`src/rtl/tod_pkg.sv`:
```
package tod_pkg;

    localparam int BOARD_W = 4;
    localparam int SEL_W   = 3;
    localparam int TURN_N  = 1 << SEL_W;
    localparam int COIL_N  = 2 * TURN_N;
    localparam int IDX_W   = SEL_W + 1;

    typedef struct packed {
        logic [SEL_W-1:0] sel;
        logic             pos;
    } coil_cmd_t;

    typedef enum logic [1:0] {
        HOLD_IDLE  = 2'd0,
        HOLD_LEVEL = 2'd1,
        HOLD_WAIT  = 2'd2,
        HOLD_PULSE = 2'd3
    } hold_state_t;

    // Coil bit index: selector times two plus route bit.
    function automatic logic [IDX_W-1:0] coil_index(input coil_cmd_t c);
        return {c.sel, c.pos};
    endfunction

endpackage

```
`src/rtl/tod_strobe_front.sv`:
```
module tod_strobe_front
    import tod_pkg::*;
(
    input  logic               clk,
    input  logic               rst,
    input  logic               strobe_i,
    input  logic [BOARD_W-1:0] board_i,
    input  logic [BOARD_W-1:0] id_i,
    input  logic [SEL_W-1:0]   sel_i,
    input  logic               pos_i,
    output logic               rise_o,
    output logic               hit_o,
    output coil_cmd_t          cmd_o
);

    logic stb_q;

    always_ff @(posedge clk) begin
        if (rst) stb_q <= 1'b0;
        else     stb_q <= strobe_i;
    end

    always_comb begin
        rise_o    = strobe_i & ~stb_q;
        hit_o     = (board_i == id_i);
        cmd_o.sel = sel_i;
        cmd_o.pos = pos_i;
    end

endmodule

```
`src/rtl/tod_hold_fsm.sv`:
```
module tod_hold_fsm
    import tod_pkg::*;
#(
    parameter int TIMEOUT_CYC = 4096
) (
    input  logic      clk,
    input  logic      rst,
    input  logic      fb_mode_i,
    input  logic      take_i,
    input  logic      strobe_i,
    input  logic      fb_i,
    input  coil_cmd_t cmd_i,
    output logic      active_o,
    output logic      idle_o,
    output coil_cmd_t cmd_q_o
);

    localparam int CNT_W = $clog2(TIMEOUT_CYC + 1);
    localparam logic [CNT_W-1:0] CNT_LAST = CNT_W'(TIMEOUT_CYC - 1);

    hold_state_t      state_q;
    coil_cmd_t        cmd_q;
    logic [CNT_W-1:0] cnt_q;

    always_ff @(posedge clk) begin
        if (rst) begin
            state_q <= HOLD_IDLE;
            cmd_q   <= '0;
            cnt_q   <= '0;
        end else begin
            unique case (state_q)
                HOLD_IDLE: begin
                    cnt_q <= '0;
                    if (take_i) begin
                        cmd_q   <= cmd_i;
                        state_q <= fb_mode_i ? HOLD_WAIT : HOLD_LEVEL;
                    end
                end
                HOLD_LEVEL: begin
                    if (!strobe_i) begin
                        state_q <= HOLD_IDLE;
                        cmd_q   <= '0;
                    end
                end
                HOLD_WAIT: begin
                    if (fb_i) begin
                        state_q <= HOLD_PULSE;
                    end else if (cnt_q == CNT_LAST) begin
                        state_q <= HOLD_IDLE;
                        cmd_q   <= '0;
                    end else begin
                        cnt_q <= cnt_q + 1'b1;
                    end
                end
                HOLD_PULSE: begin
                    if (!fb_i) begin
                        state_q <= HOLD_IDLE;
                        cmd_q   <= '0;
                    end
                end
                default: state_q <= HOLD_IDLE;
            endcase
        end
    end

    assign active_o = (state_q != HOLD_IDLE);
    assign idle_o   = (state_q == HOLD_IDLE);
    assign cmd_q_o  = cmd_q;

endmodule

```
`src/rtl/tod_coil_decode.sv`:
```
module tod_coil_decode
    import tod_pkg::*;
(
    input  logic              active_i,
    input  coil_cmd_t         cmd_i,
    output logic [COIL_N-1:0] coil_en_o
);

    logic [IDX_W-1:0] idx;
    assign idx = coil_index(cmd_i);

    for (genvar g = 0; g < COIL_N; g++) begin : g_coil
        assign coil_en_o[g] = active_i && (idx == IDX_W'(g));
    end

endmodule

```
`src/rtl/turnout_out_drv.sv`:
```
module turnout_out_drv
    import tod_pkg::*;
#(
    parameter int TIMEOUT_CYC = 4096
) (
    input  logic               clk,
    input  logic               rst,
    input  logic [BOARD_W-1:0] board_id_i,
    input  logic [BOARD_W-1:0] bus_board_i,
    input  logic [SEL_W-1:0]   bus_sel_i,
    input  logic               bus_pos_i,
    input  logic               strobe_i,
    input  logic               fb_mode_i,
    input  logic               pulse_fb_i,
    output logic [COIL_N-1:0]  coil_en_o
);

    logic      stb_rise;
    logic      addr_hit;
    logic      fsm_idle;
    logic      fsm_active;
    coil_cmd_t bus_cmd;
    coil_cmd_t held_cmd;

    tod_strobe_front u_front (
        .clk      (clk),
        .rst      (rst),
        .strobe_i (strobe_i),
        .board_i  (bus_board_i),
        .id_i     (board_id_i),
        .sel_i    (bus_sel_i),
        .pos_i    (bus_pos_i),
        .rise_o   (stb_rise),
        .hit_o    (addr_hit),
        .cmd_o    (bus_cmd)
    );

    tod_hold_fsm #(.TIMEOUT_CYC(TIMEOUT_CYC)) u_fsm (
        .clk       (clk),
        .rst       (rst),
        .fb_mode_i (fb_mode_i),
        .take_i    (stb_rise & addr_hit),
        .strobe_i  (strobe_i),
        .fb_i      (pulse_fb_i),
        .cmd_i     (bus_cmd),
        .active_o  (fsm_active),
        .idle_o    (fsm_idle),
        .cmd_q_o   (held_cmd)
    );

    tod_coil_decode u_dec (
        .active_i  (fsm_active),
        .cmd_i     (held_cmd),
        .coil_en_o (coil_en_o)
    );

endmodule

```
`config.mk`:
```
export PLATFORM = sky130hd
export DESIGN_NAME = turnout_out_drv
export DESIGN_NICKNAME = d
export VERILOG_FILES = /design/src/rtl/tod_pkg.sv /design/src/rtl/tod_strobe_front.sv /design/src/rtl/tod_hold_fsm.sv /design/src/rtl/tod_coil_decode.sv /design/src/rtl/turnout_out_drv.sv
export SDC_FILE = /design/constraint.sdc
export NUM_CORES = 1
export LEC_CHECK = 0
export BUFFER_PORTS_ARGS = -buffer_cell sky130_fd_sc_hd__buf_2
export CORE_MARGIN = 2
export CORE_UTILIZATION = 40
export CTS_CLUSTER_SIZE = 8
export DETAILED_ROUTE_END_ITERATION = 12
export GPL_ROUTABILITY_DRIVEN = 1
export GPL_TIMING_DRIVEN = 0
export PLACE_DENSITY = 0.65
export REMOVE_ABC_BUFFERS = 1
export SLEW_MARGIN = 20
export SYNTH_ARGS = -nofsm -noshare
export SYNTH_HDL_FRONTEND = slang
export SYNTH_SLANG_ARGS = --single-unit
```
`constraint.sdc`:
```
create_clock -name clk -period 4.35 [get_ports clk]
set_clock_uncertainty 0.1 [all_clocks]
set_input_delay 1.0875 -clock clk [delete_from_list [all_inputs] [get_ports clk]]
set_output_delay 1.0875 -clock clk [all_outputs]
set_load 0.01 [all_outputs]
```
**Word level (Yosys, flattened, before mapping)**

Index checks and enable logic that the tools add are counted.

- Register bits after elaboration: 20
- Bits of input ports: 17
- Output and inout port bits: 16

- Mux-type cells: 16
- Equality and inequality tests: 27
- Reduce and logical (&&, ||, !) cells: 23
- Bitwise gates (word level): 3
- Add/sub/neg operators: 1

Operator list:

| kind | count |
|---|---|
| == test 4 bit (second input constant) | 8 |
| two-way mux 13 bit | 2 |
| case mux 13 bit (2 select lines) | 1 |
| two-way mux 4 bit | 5 |
| == test 4 x 3 -> 1 bit (second input constant) | 4 |
| logical AND 1 bit | 16 |
| case mux 4 bit (4 select lines) | 1 |
| adder 13 x 1 -> 13 bit (second input constant) | 1 |
| == test 13 x 12 -> 1 bit (second input constant) | 1 |
| two-way mux 2 bit | 6 |
| == test 4 x 2 -> 1 bit (second input constant) | 2 |
| inequality test 2 bit (second input constant) | 4 |
| case mux 2 bit (4 select lines) | 1 |
| AND reduction 5 bit | 1 |
| == test 2 bit (second input constant) | 2 |
| == test 4 x 1 -> 1 bit (second input constant) | 1 |
| == test 4 bit | 1 |
| zero test 4 bit | 1 |
| inequality test 2 x 1 -> 1 bit (second input constant) | 2 |
| AND reduction 4 bit | 1 |
| nonzero test 2 bit | 2 |
| inequality test 3 x 2 -> 1 bit (second input constant) | 1 |
| AND reduction 3 bit | 1 |
| bitwise AND 1 bit | 2 |
| other kinds (3) | 3 |

**Longest topological paths before layout**

Gate-level depths: netlist (run 1).

- Depth in word-level cells: 5
- Depth in mapped cells: 6
- Mapped depth without buffers: 5

**By module**

From an unflattened synthesis (run 1), not the netlist that was laid out.

- Cells, all modules: 155
- Area total of the unflattened synthesis: 1280.0 µm²

By module, submodules not included:

| module | cells an instance | area each (µm²) | instances |
|---|---|---|---|
| tod_hold_fsm | 119 | 1046.0 | 1 |
| tod_coil_decode | 23 | 117.6 | 1 |
| tod_strobe_front | 12 | 110.1 | 1 |
| turnout_out_drv | 1 | 6.3 | 1 |

**Worst setup path after synthesis (run 1)**

OpenSTA, ideal clock, no wires.

- Path kind: input-to-reg
- Start: input board_id_i[2]
- End: register u_fsm.state_q[1]
- Arrival time: 2155 ps
- Required time: 4155 ps
- Path buffers: 0
- Stages: 4
- Setup time: 95 ps
- Path slack: 1999 ps
- Cells stage by stage: xnor2_1 > nand3_1 > or4_4 > a221oi_1

- Longest elaborated chain between the ends: 4

Ends and longest elaborated chain:

| element | RTL line | text |
|---|---|---|
| start: declaration | turnout_out_drv.sv:8 | `input logic [BOARD_W-1:0] board_id_i,` |
| == test 4 bit | tod_strobe_front.sv:25 | `hit_o = (board_i == id_i);` |
| bitwise AND 1 bit | turnout_out_drv.sv:42 | `.take_i (stb_rise & addr_hit),` |
| inequality test 2 x 1 -> 1 bit (no source line) | n/a |  |
| AND reduction 4 bit (no source line) | n/a |  |
| end signal: assignment | tod_hold_fsm.sv:36 | `state_q <= fb_mode_i ? HOLD_WAIT : HOLD_LEVEL;` |
| end: declaration | tod_hold_fsm.sv:21 | `hold_state_t state_q;` |

No other way between the ends.
A chain may end at the register's enable or synchronous reset.

**Final worst setup path (run 1)**

- Start: register u_fsm.state_q[1]
- End: output coil_en_o[0]

- Longest elaborated chain between the ends: 2

Ends and longest elaborated chain:

| element | RTL line | text |
|---|---|---|
| nonzero test 2 bit | tod_hold_fsm.sv:66 | `assign active_o = (state_q != HOLD_IDLE);` |
| logical AND 1 bit | tod_coil_decode.sv:13 | `assign coil_en_o[g] = active_i && (idx == IDX_W'(g));` |
| end: declaration | turnout_out_drv.sv:15 | `output logic [COIL_N-1:0] coil_en_o` |

No other way between the ends.

==> results by group, run 1 <==
Outcome
  • Status: finished, final reports clean

Worst setup path
  • Max stage delay cell, worst path: dfxtp_1
  • CP endpoint kind: primary output
  • Crit Path Max Fanout: 10
  • Crit path max-delay family: simple AND/OR/NAND/NOR gates
  • CP arrival: 1760 ps
  • Startpoint types: register
  • Worst path max stage delay: 580 ps
  • Setup CP Type: reg2out
  • Worst path required time: 3160 ps
  • Worst Path Buf+Inv: 1
  • Worst path cell trace: nor2_1, or3_1, nor3_1, buf_2

Synth
  • Syn_area_per_cell: 7.97 sq um
  • Yosys top cell area share: 29.9%
  • Unique masters post-synth: 43
  • Asr flop ratio synth: 0%
  • Top FF cell, synth: dfxtp_1
  • Cell with the most instances after synthesis: dfxtp_1
  • Top cells by area, synth: dfxtp_1 30%, nor2_1 5.0%, nand2_1 3.9%, nand3_1 3.7%, o211ai_1 3.4%
  • Register area share after synthesis: 29.9%
  • Mapped Area: 1340 sq um
  • Cell count after synthesis: 168
  • EDFF count, synth: 0
  • Synth Warn #: 0
  • Number of synthesized register bits: 20
  • Synth top cells by count: 20 x dfxtp_1, 18 x nor2_1, 14 x nand2_1, 10 x nand3_1, 8 x a21oi_1
  • Area leader, netlist: dfxtp_1

GRT
  • Met3 Track Usage GR: 2.90%
  • Overflow after GRT: 0
  • M2 GR Usage: 33.4%
  • Largest net degree at the start of global routing: 18
  • GR Util All Layers: 19.1%
  • Vias in the first global route: 1240
  • Busiest layer in global routing: met2
  • Met1 usage: 23.4%
  • Initial antenna violation count: 0
  • First-pass GRT wire length: 5420 um

Cells and area
  • Nets: 212
  • Final Cell Area: 1520 sq um
  • Final Util: 46.2%
  • Multi-input logic area: 835 sq um
  • Diodes inserted: 0
  • Fillers: 336
  • Sequential cell area: 400 sq um
  • Layout cells sized above 1: 22.8%
  • Area growth syn-to-layout: 13.5%

CTS
  • Post-CTS Setup Bufs: 0
  • Cts bufs inserted: 3
  • Worst skew pair latency: 310 ps
  • CTS tree: done
  • Root buffer cell: clkbuf_4
  • PostCTS Resize Cnt: 0
  • Post-CTS Hold Fix Bufs: 0
  • Clock Tree Buf Depth: 2
  • Clk slew on worst S/H paths: 130 ps
  • Htree depth: 1
  • # clock sinks: 20

Placement
  • Pre-CTS WS: 1770 ps
  • Final HPWL DP: 2410 um
  • Routability cong.: 0.797
  • I/O Buffers: 32
  • Dpl cell area: 1480 sq um

Floorplan
  • Core area: 3280 sq um
  • # rows: 21
  • Die Wd: 61.9 um
  • # IOs: 33
  • Die Y: 61.9 um
  • Initial Utilization: 40.8%
  • Die footprint: 3830 sq um

Power and ir drop
  • Max rail drop VDD: 79.2 uV
  • Power Density: 220 nW/um^2
  • Leakage: 0.000542 uW

Timing
  • Pins Over Slew Limit: 0
  • Endpoints failing setup: 0
  • Peak Freq: 339 MHz
  • Tightest Pin Transition: 478 ps
  • Final setup margin: 1400 ps
  • Final period util: 67.9%
  • Setup_tns: 0 ps
  • Slew margin rel.: 68.1%
  • Post-layout min period: 2950 ps
  • Final Hold Vio Count: 0
  • RSZ-0062 raised after global routing: no

Routing
  • # DRC: 0
  • WL final: 3220 um
  • DR vias/cell: 5.65
  • Post-route ant nets: 0
  • DRT iter0 DRCs: 96
  • WL per Instance: 13.5 um
  • Via count: 1350
  • Initial DRT Pass Iterations: 4

Hold path
  • Worst hold-check path type: reg2reg

Flow run
  • Max cap viols: 0
power by group:
group / total [uW] / switching, uW / internal [uW]
registers: 187 / 2.29 / 185
logic: 32.9 / 19.3 / 13.6
clock network: 115 / 63.5 / 51.1
worst paths after layout:
kind	from	end	slack (ps)	cells past startpoint
max	u_fsm.state_q[1]	coil_en_o[0]	1400	4
min	u_fsm.cnt_q[12]	u_fsm.cnt_q[12]	350	2
max reg2reg	u_fsm.cnt_q[0]	u_fsm.cnt_q[9]	2250	5
min reg2reg	u_fsm.cnt_q[12]	u_fsm.cnt_q[12]	350	2
worst register-to-register path, delay by kind of cell (launching register included):
family / cells / cell delay, ps
AOI/OAI and AO/OA: 1 / 130
adders and majority gates: 1 / 220
and+or+nand+nor: 3 / 1120
DFF: 1 / 410
cells in the final DEF (no fill, tap or decap), types with 6 or more instances in the layout:
cell and instances:
a21oi_1 8, buf_2 32, dfxtp_1 20, inv_1 6
nand2_1 14, nand3_1 10, nor2_1 18, nor3_1 7
o211ai_1 6, o21ai_0 6
state kept, by name, summed over array words and instances (netlist names):
| name | cells |
|---|---|
| u_fsm.cmd_q_o | 4 |
| u_fsm.cnt_q | 13 |
| u_front.stb_q | 1 |
| u_fsm.state_q | 2 |
cells by family after synthesis:
logic type / Yosys count / share of synthesized area (%)
AOI/OAI and AO/OA: 46 / 25.4
DFF: 20 / 29.9
xor gates and xnor gates: 4 / 2.62
adders and majority gates: 1 / 0.934
buffers and inverters: 18 / 8.22
and+or+nand+nor: 79 / 32.9
layer usage:
layer / part of all wire, % / vias to the layer above
li1: - / 687
met1: 46 / 616
met2: 48 / 43
met3: 4.8 / 4
met4: 1.4 / 0
met5: 0 / -
cell type report:
type                    count  area share, %
repair buffers             33           11.0
well taps                  46           3.79
multi-input cells         130           54.9
clock buffers               4           2.39
inverters                   6           1.48
flip-flops and latches     20           26.4
per-stage QoR:
step / hold slack [ps] / std cells / total power, uW
4_1_cts: 352 / 239 / 336
3_3_place_gp: 325 / 234 / 223
5_1_grt: 398 / 239 / 349
2_1_floorplan: 315 / 156 / 208
6_report: 353 / 239 / 334
3_5_place_dp: 334 / 235 / 224
No activity file was read; power rests on OpenSTA's default activity.
==> run 2: changes to the inputs <==
Settings changed: PLACE_DENSITY 0.65 to 0.67.
Clock period 4.35 ns to 2.7 ns, I/O delays scaled along.
==> results by group, run 2 (synthesis results as in run 1) <==
Outcome
  • Status: finished, final reports clean

Flow run
  • Max cap viols: 0 (unchanged)

GRT
  • Initial antenna violation count: 0 (unchanged)
  • Vias in the first global route: 1305 (+5.2%)
  • Overflow after GRT: 0 (unchanged)
  • Largest net degree at the start of global routing: 18 (unchanged)
  • First-pass GRT wire length: 5660 um (+4.3%)
  • GR Util All Layers: 19.4% (+0.33 points)

CTS
  • Clock Tree Buf Depth: 2 (unchanged)
  • Worst skew pair latency: 330 ps (+20 ps)
  • Cts bufs inserted: 3 (unchanged)
  • Post-CTS Setup Bufs: 0 (unchanged)
  • Clk slew on worst S/H paths: 130 ps (about the same)
  • CTS tree: done
  • Post-CTS Hold Fix Bufs: 0 (unchanged)
  • PostCTS Resize Cnt: 0 (unchanged)
  • Htree depth: 1 (unchanged)
  • # clock sinks: 20 (unchanged)
  • Root buffer cell: clkbuf_4

Timing
  • Tightest Pin Transition: 594 ps (+116 ps)
  • Pins Over Slew Limit: 0 (unchanged)
  • Final Hold Vio Count: 0 (unchanged)
  • Post-layout min period: 2540 ps
  • Peak Freq: 394 MHz
  • Setup_tns: 0 ps (unchanged)
  • RSZ-0062 raised after global routing: no
  • Slew margin rel.: 60.1% (-8.0 points)
  • Hold_ws: 358 ps (+4.68 ps)
  • Final period util: 93.9%
  • Endpoints failing setup: 0 (unchanged)

Floorplan
  • # IOs: 33 (unchanged)
  • Initial Utilization: 40.8% (unchanged)
  • Core area: 3280 sq um (unchanged)
  • Die Wd: 61.9 um (unchanged)
  • Die footprint: 3830 sq um (unchanged)
  • Die Y: 61.9 um (unchanged)
  • # rows: 21 (unchanged)

Placement
  • Dpl cell area: 1480 sq um (-0.17%)
  • Inst Count DP: 235 (unchanged)
  • Routability cong.: 0.833 (+4.5%)
  • Final HPWL DP: 2520 um (+4.7%)
  • I/O Buffers: 32 (unchanged)

Power and ir drop
  • Leakage: 0.000549 uW (+1.3%)
  • Sw Ratio: 22.9% (-2.5 points)
  • Combinational fraction of design power: 8.8% (-1.0 points)
  • Power Density: 398 nW/um^2 (+81%)
  • Clock power share: 41.9% (+7.6 points)
  • Internal Power: 470 uW (+88%)
  • Sequential share of power: 49.4% (-6.5 points)
  • P_sw: 140 uW (+64%)
  • Max rail drop VDD: 365 uV (+360%)

Worst setup path
  • Worst path max stage delay: 570 ps (about the same)
  • Crit Path Max Fanout: 10 (unchanged)
  • Max stage delay cell, worst path: dfxtp_1
  • Startpoint types: register
  • Worst Path Buf+Inv: 1 (unchanged)
  • Worst path cell trace: nor2_1, or3_1, nor3_1, buf_2
  • CP arrival: 1760 ps (about the same)
  • Setup CP Type: reg2out
  • Worst path required time: 1920 ps (-1240 ps)
  • CP endpoint kind: primary output
  • Crit path max-delay family: simple AND/OR/NAND/NOR gates

Cells and area
  • Nets: 212 (unchanged)
  • Fillers: 329 (-2.1%)
  • Max reg flops: 13 (unchanged)
  • Final std cells w/o fill: 239 (unchanged)
  • Final Cell Area: 1530 sq um (+0.91%)
  • Final Util: 46.7% (+0.42 points)
  • Top reg by flops: u_fsm.cnt_q
  • Area growth syn-to-layout: 14.5%
  • Layout cells sized above 1: 22.8% (unchanged)
  • Most frequent cells in the layout: 33 x buf_2, 20 x dfxtp_1, 18 x nor2_1
  • Diodes inserted: 0 (unchanged)
  • Most common cell after layout, fill and taps aside: buf_2

Hold path
  • Worst hold-check path type: reg2reg

Routing
  • WL final: 3380 um (+4.9%)
  • Initial DRT Pass Iterations: 4 (unchanged)
  • WL per Instance: 14.1 um (+4.9%)
  • DR vias/cell: 5.89 (+4.3%)
  • Post-route ant nets: 0 (unchanged)
  • DRT iter0 DRCs: 143 (+49%)
  • # DRC: 0 (unchanged)
  • Via count: 1408 (+4.3%)
run 2: power by group through the flow:
stage / Combinational, uW / Sequential, uW / Clock, uW
global placement: 51.0 / 307 / 0
CTS: 53.1 / 301 / 256
detailed placement: 52.9 / 308 / 0
finish: 53.4 / 301 / 255
floorplan: 28.8 / 307 / 0
global route: 59.1 / 302 / 268
run 2: per-stage QoR:
step           worst slack (ps)  total power (uW)
6_report                    164               610
3_3_place_gp                141               358
4_1_cts                     171               610
3_5_place_dp                536               360
2_1_floorplan               638               335
5_1_grt                    32.5               629
run 2: area by class of cell:
type                    instances  area [sq um]  area share (%)
clock buffers                   3          22.5            1.47
clock inverters                 1          30.0            1.96
inverters                       6          22.5            1.47
multi-input cells             130           835            54.4
flip-flops and latches         20           400            26.1
well taps                      46          57.6            3.76
repair buffers                 33           165            10.8
run 2: final timing paths:
| path | startpoint | to | cells past startpoint | slack, ps |
|---|---|---|---|---|
| setup reg to reg | u_fsm.cnt_q[0] | u_fsm.cnt_q[3] | 6 | 570 |
| hold / removal | u_fsm.cnt_q[12] | u_fsm.cnt_q[12] | 2 | 360 |
| hold reg to reg | u_fsm.cnt_q[12] | u_fsm.cnt_q[12] | 2 | 360 |
| setup / recovery | u_fsm.state_q[1] | coil_en_o[0] | 4 | 160 |
run 2: layer usage:
metal / part of all wire, % / vias up / GRT usage (%)
li1: - / 687 / -
met1: 44 / 668 / 22.6
met2: 49 / 51 / 35.9
met3: 6.8 / 2 / 5.38
met4: 0.41 / 0 / 2.74
met5: 0 / - / 0
run 2: tightest hold or removal path: cells and delay by family, from the launching register on:
family,cells,cell delay [ps]
flip-flops,1,340
AND/OR/NAND/NOR,1,50
AO/OA/AOI/OAI,1,30
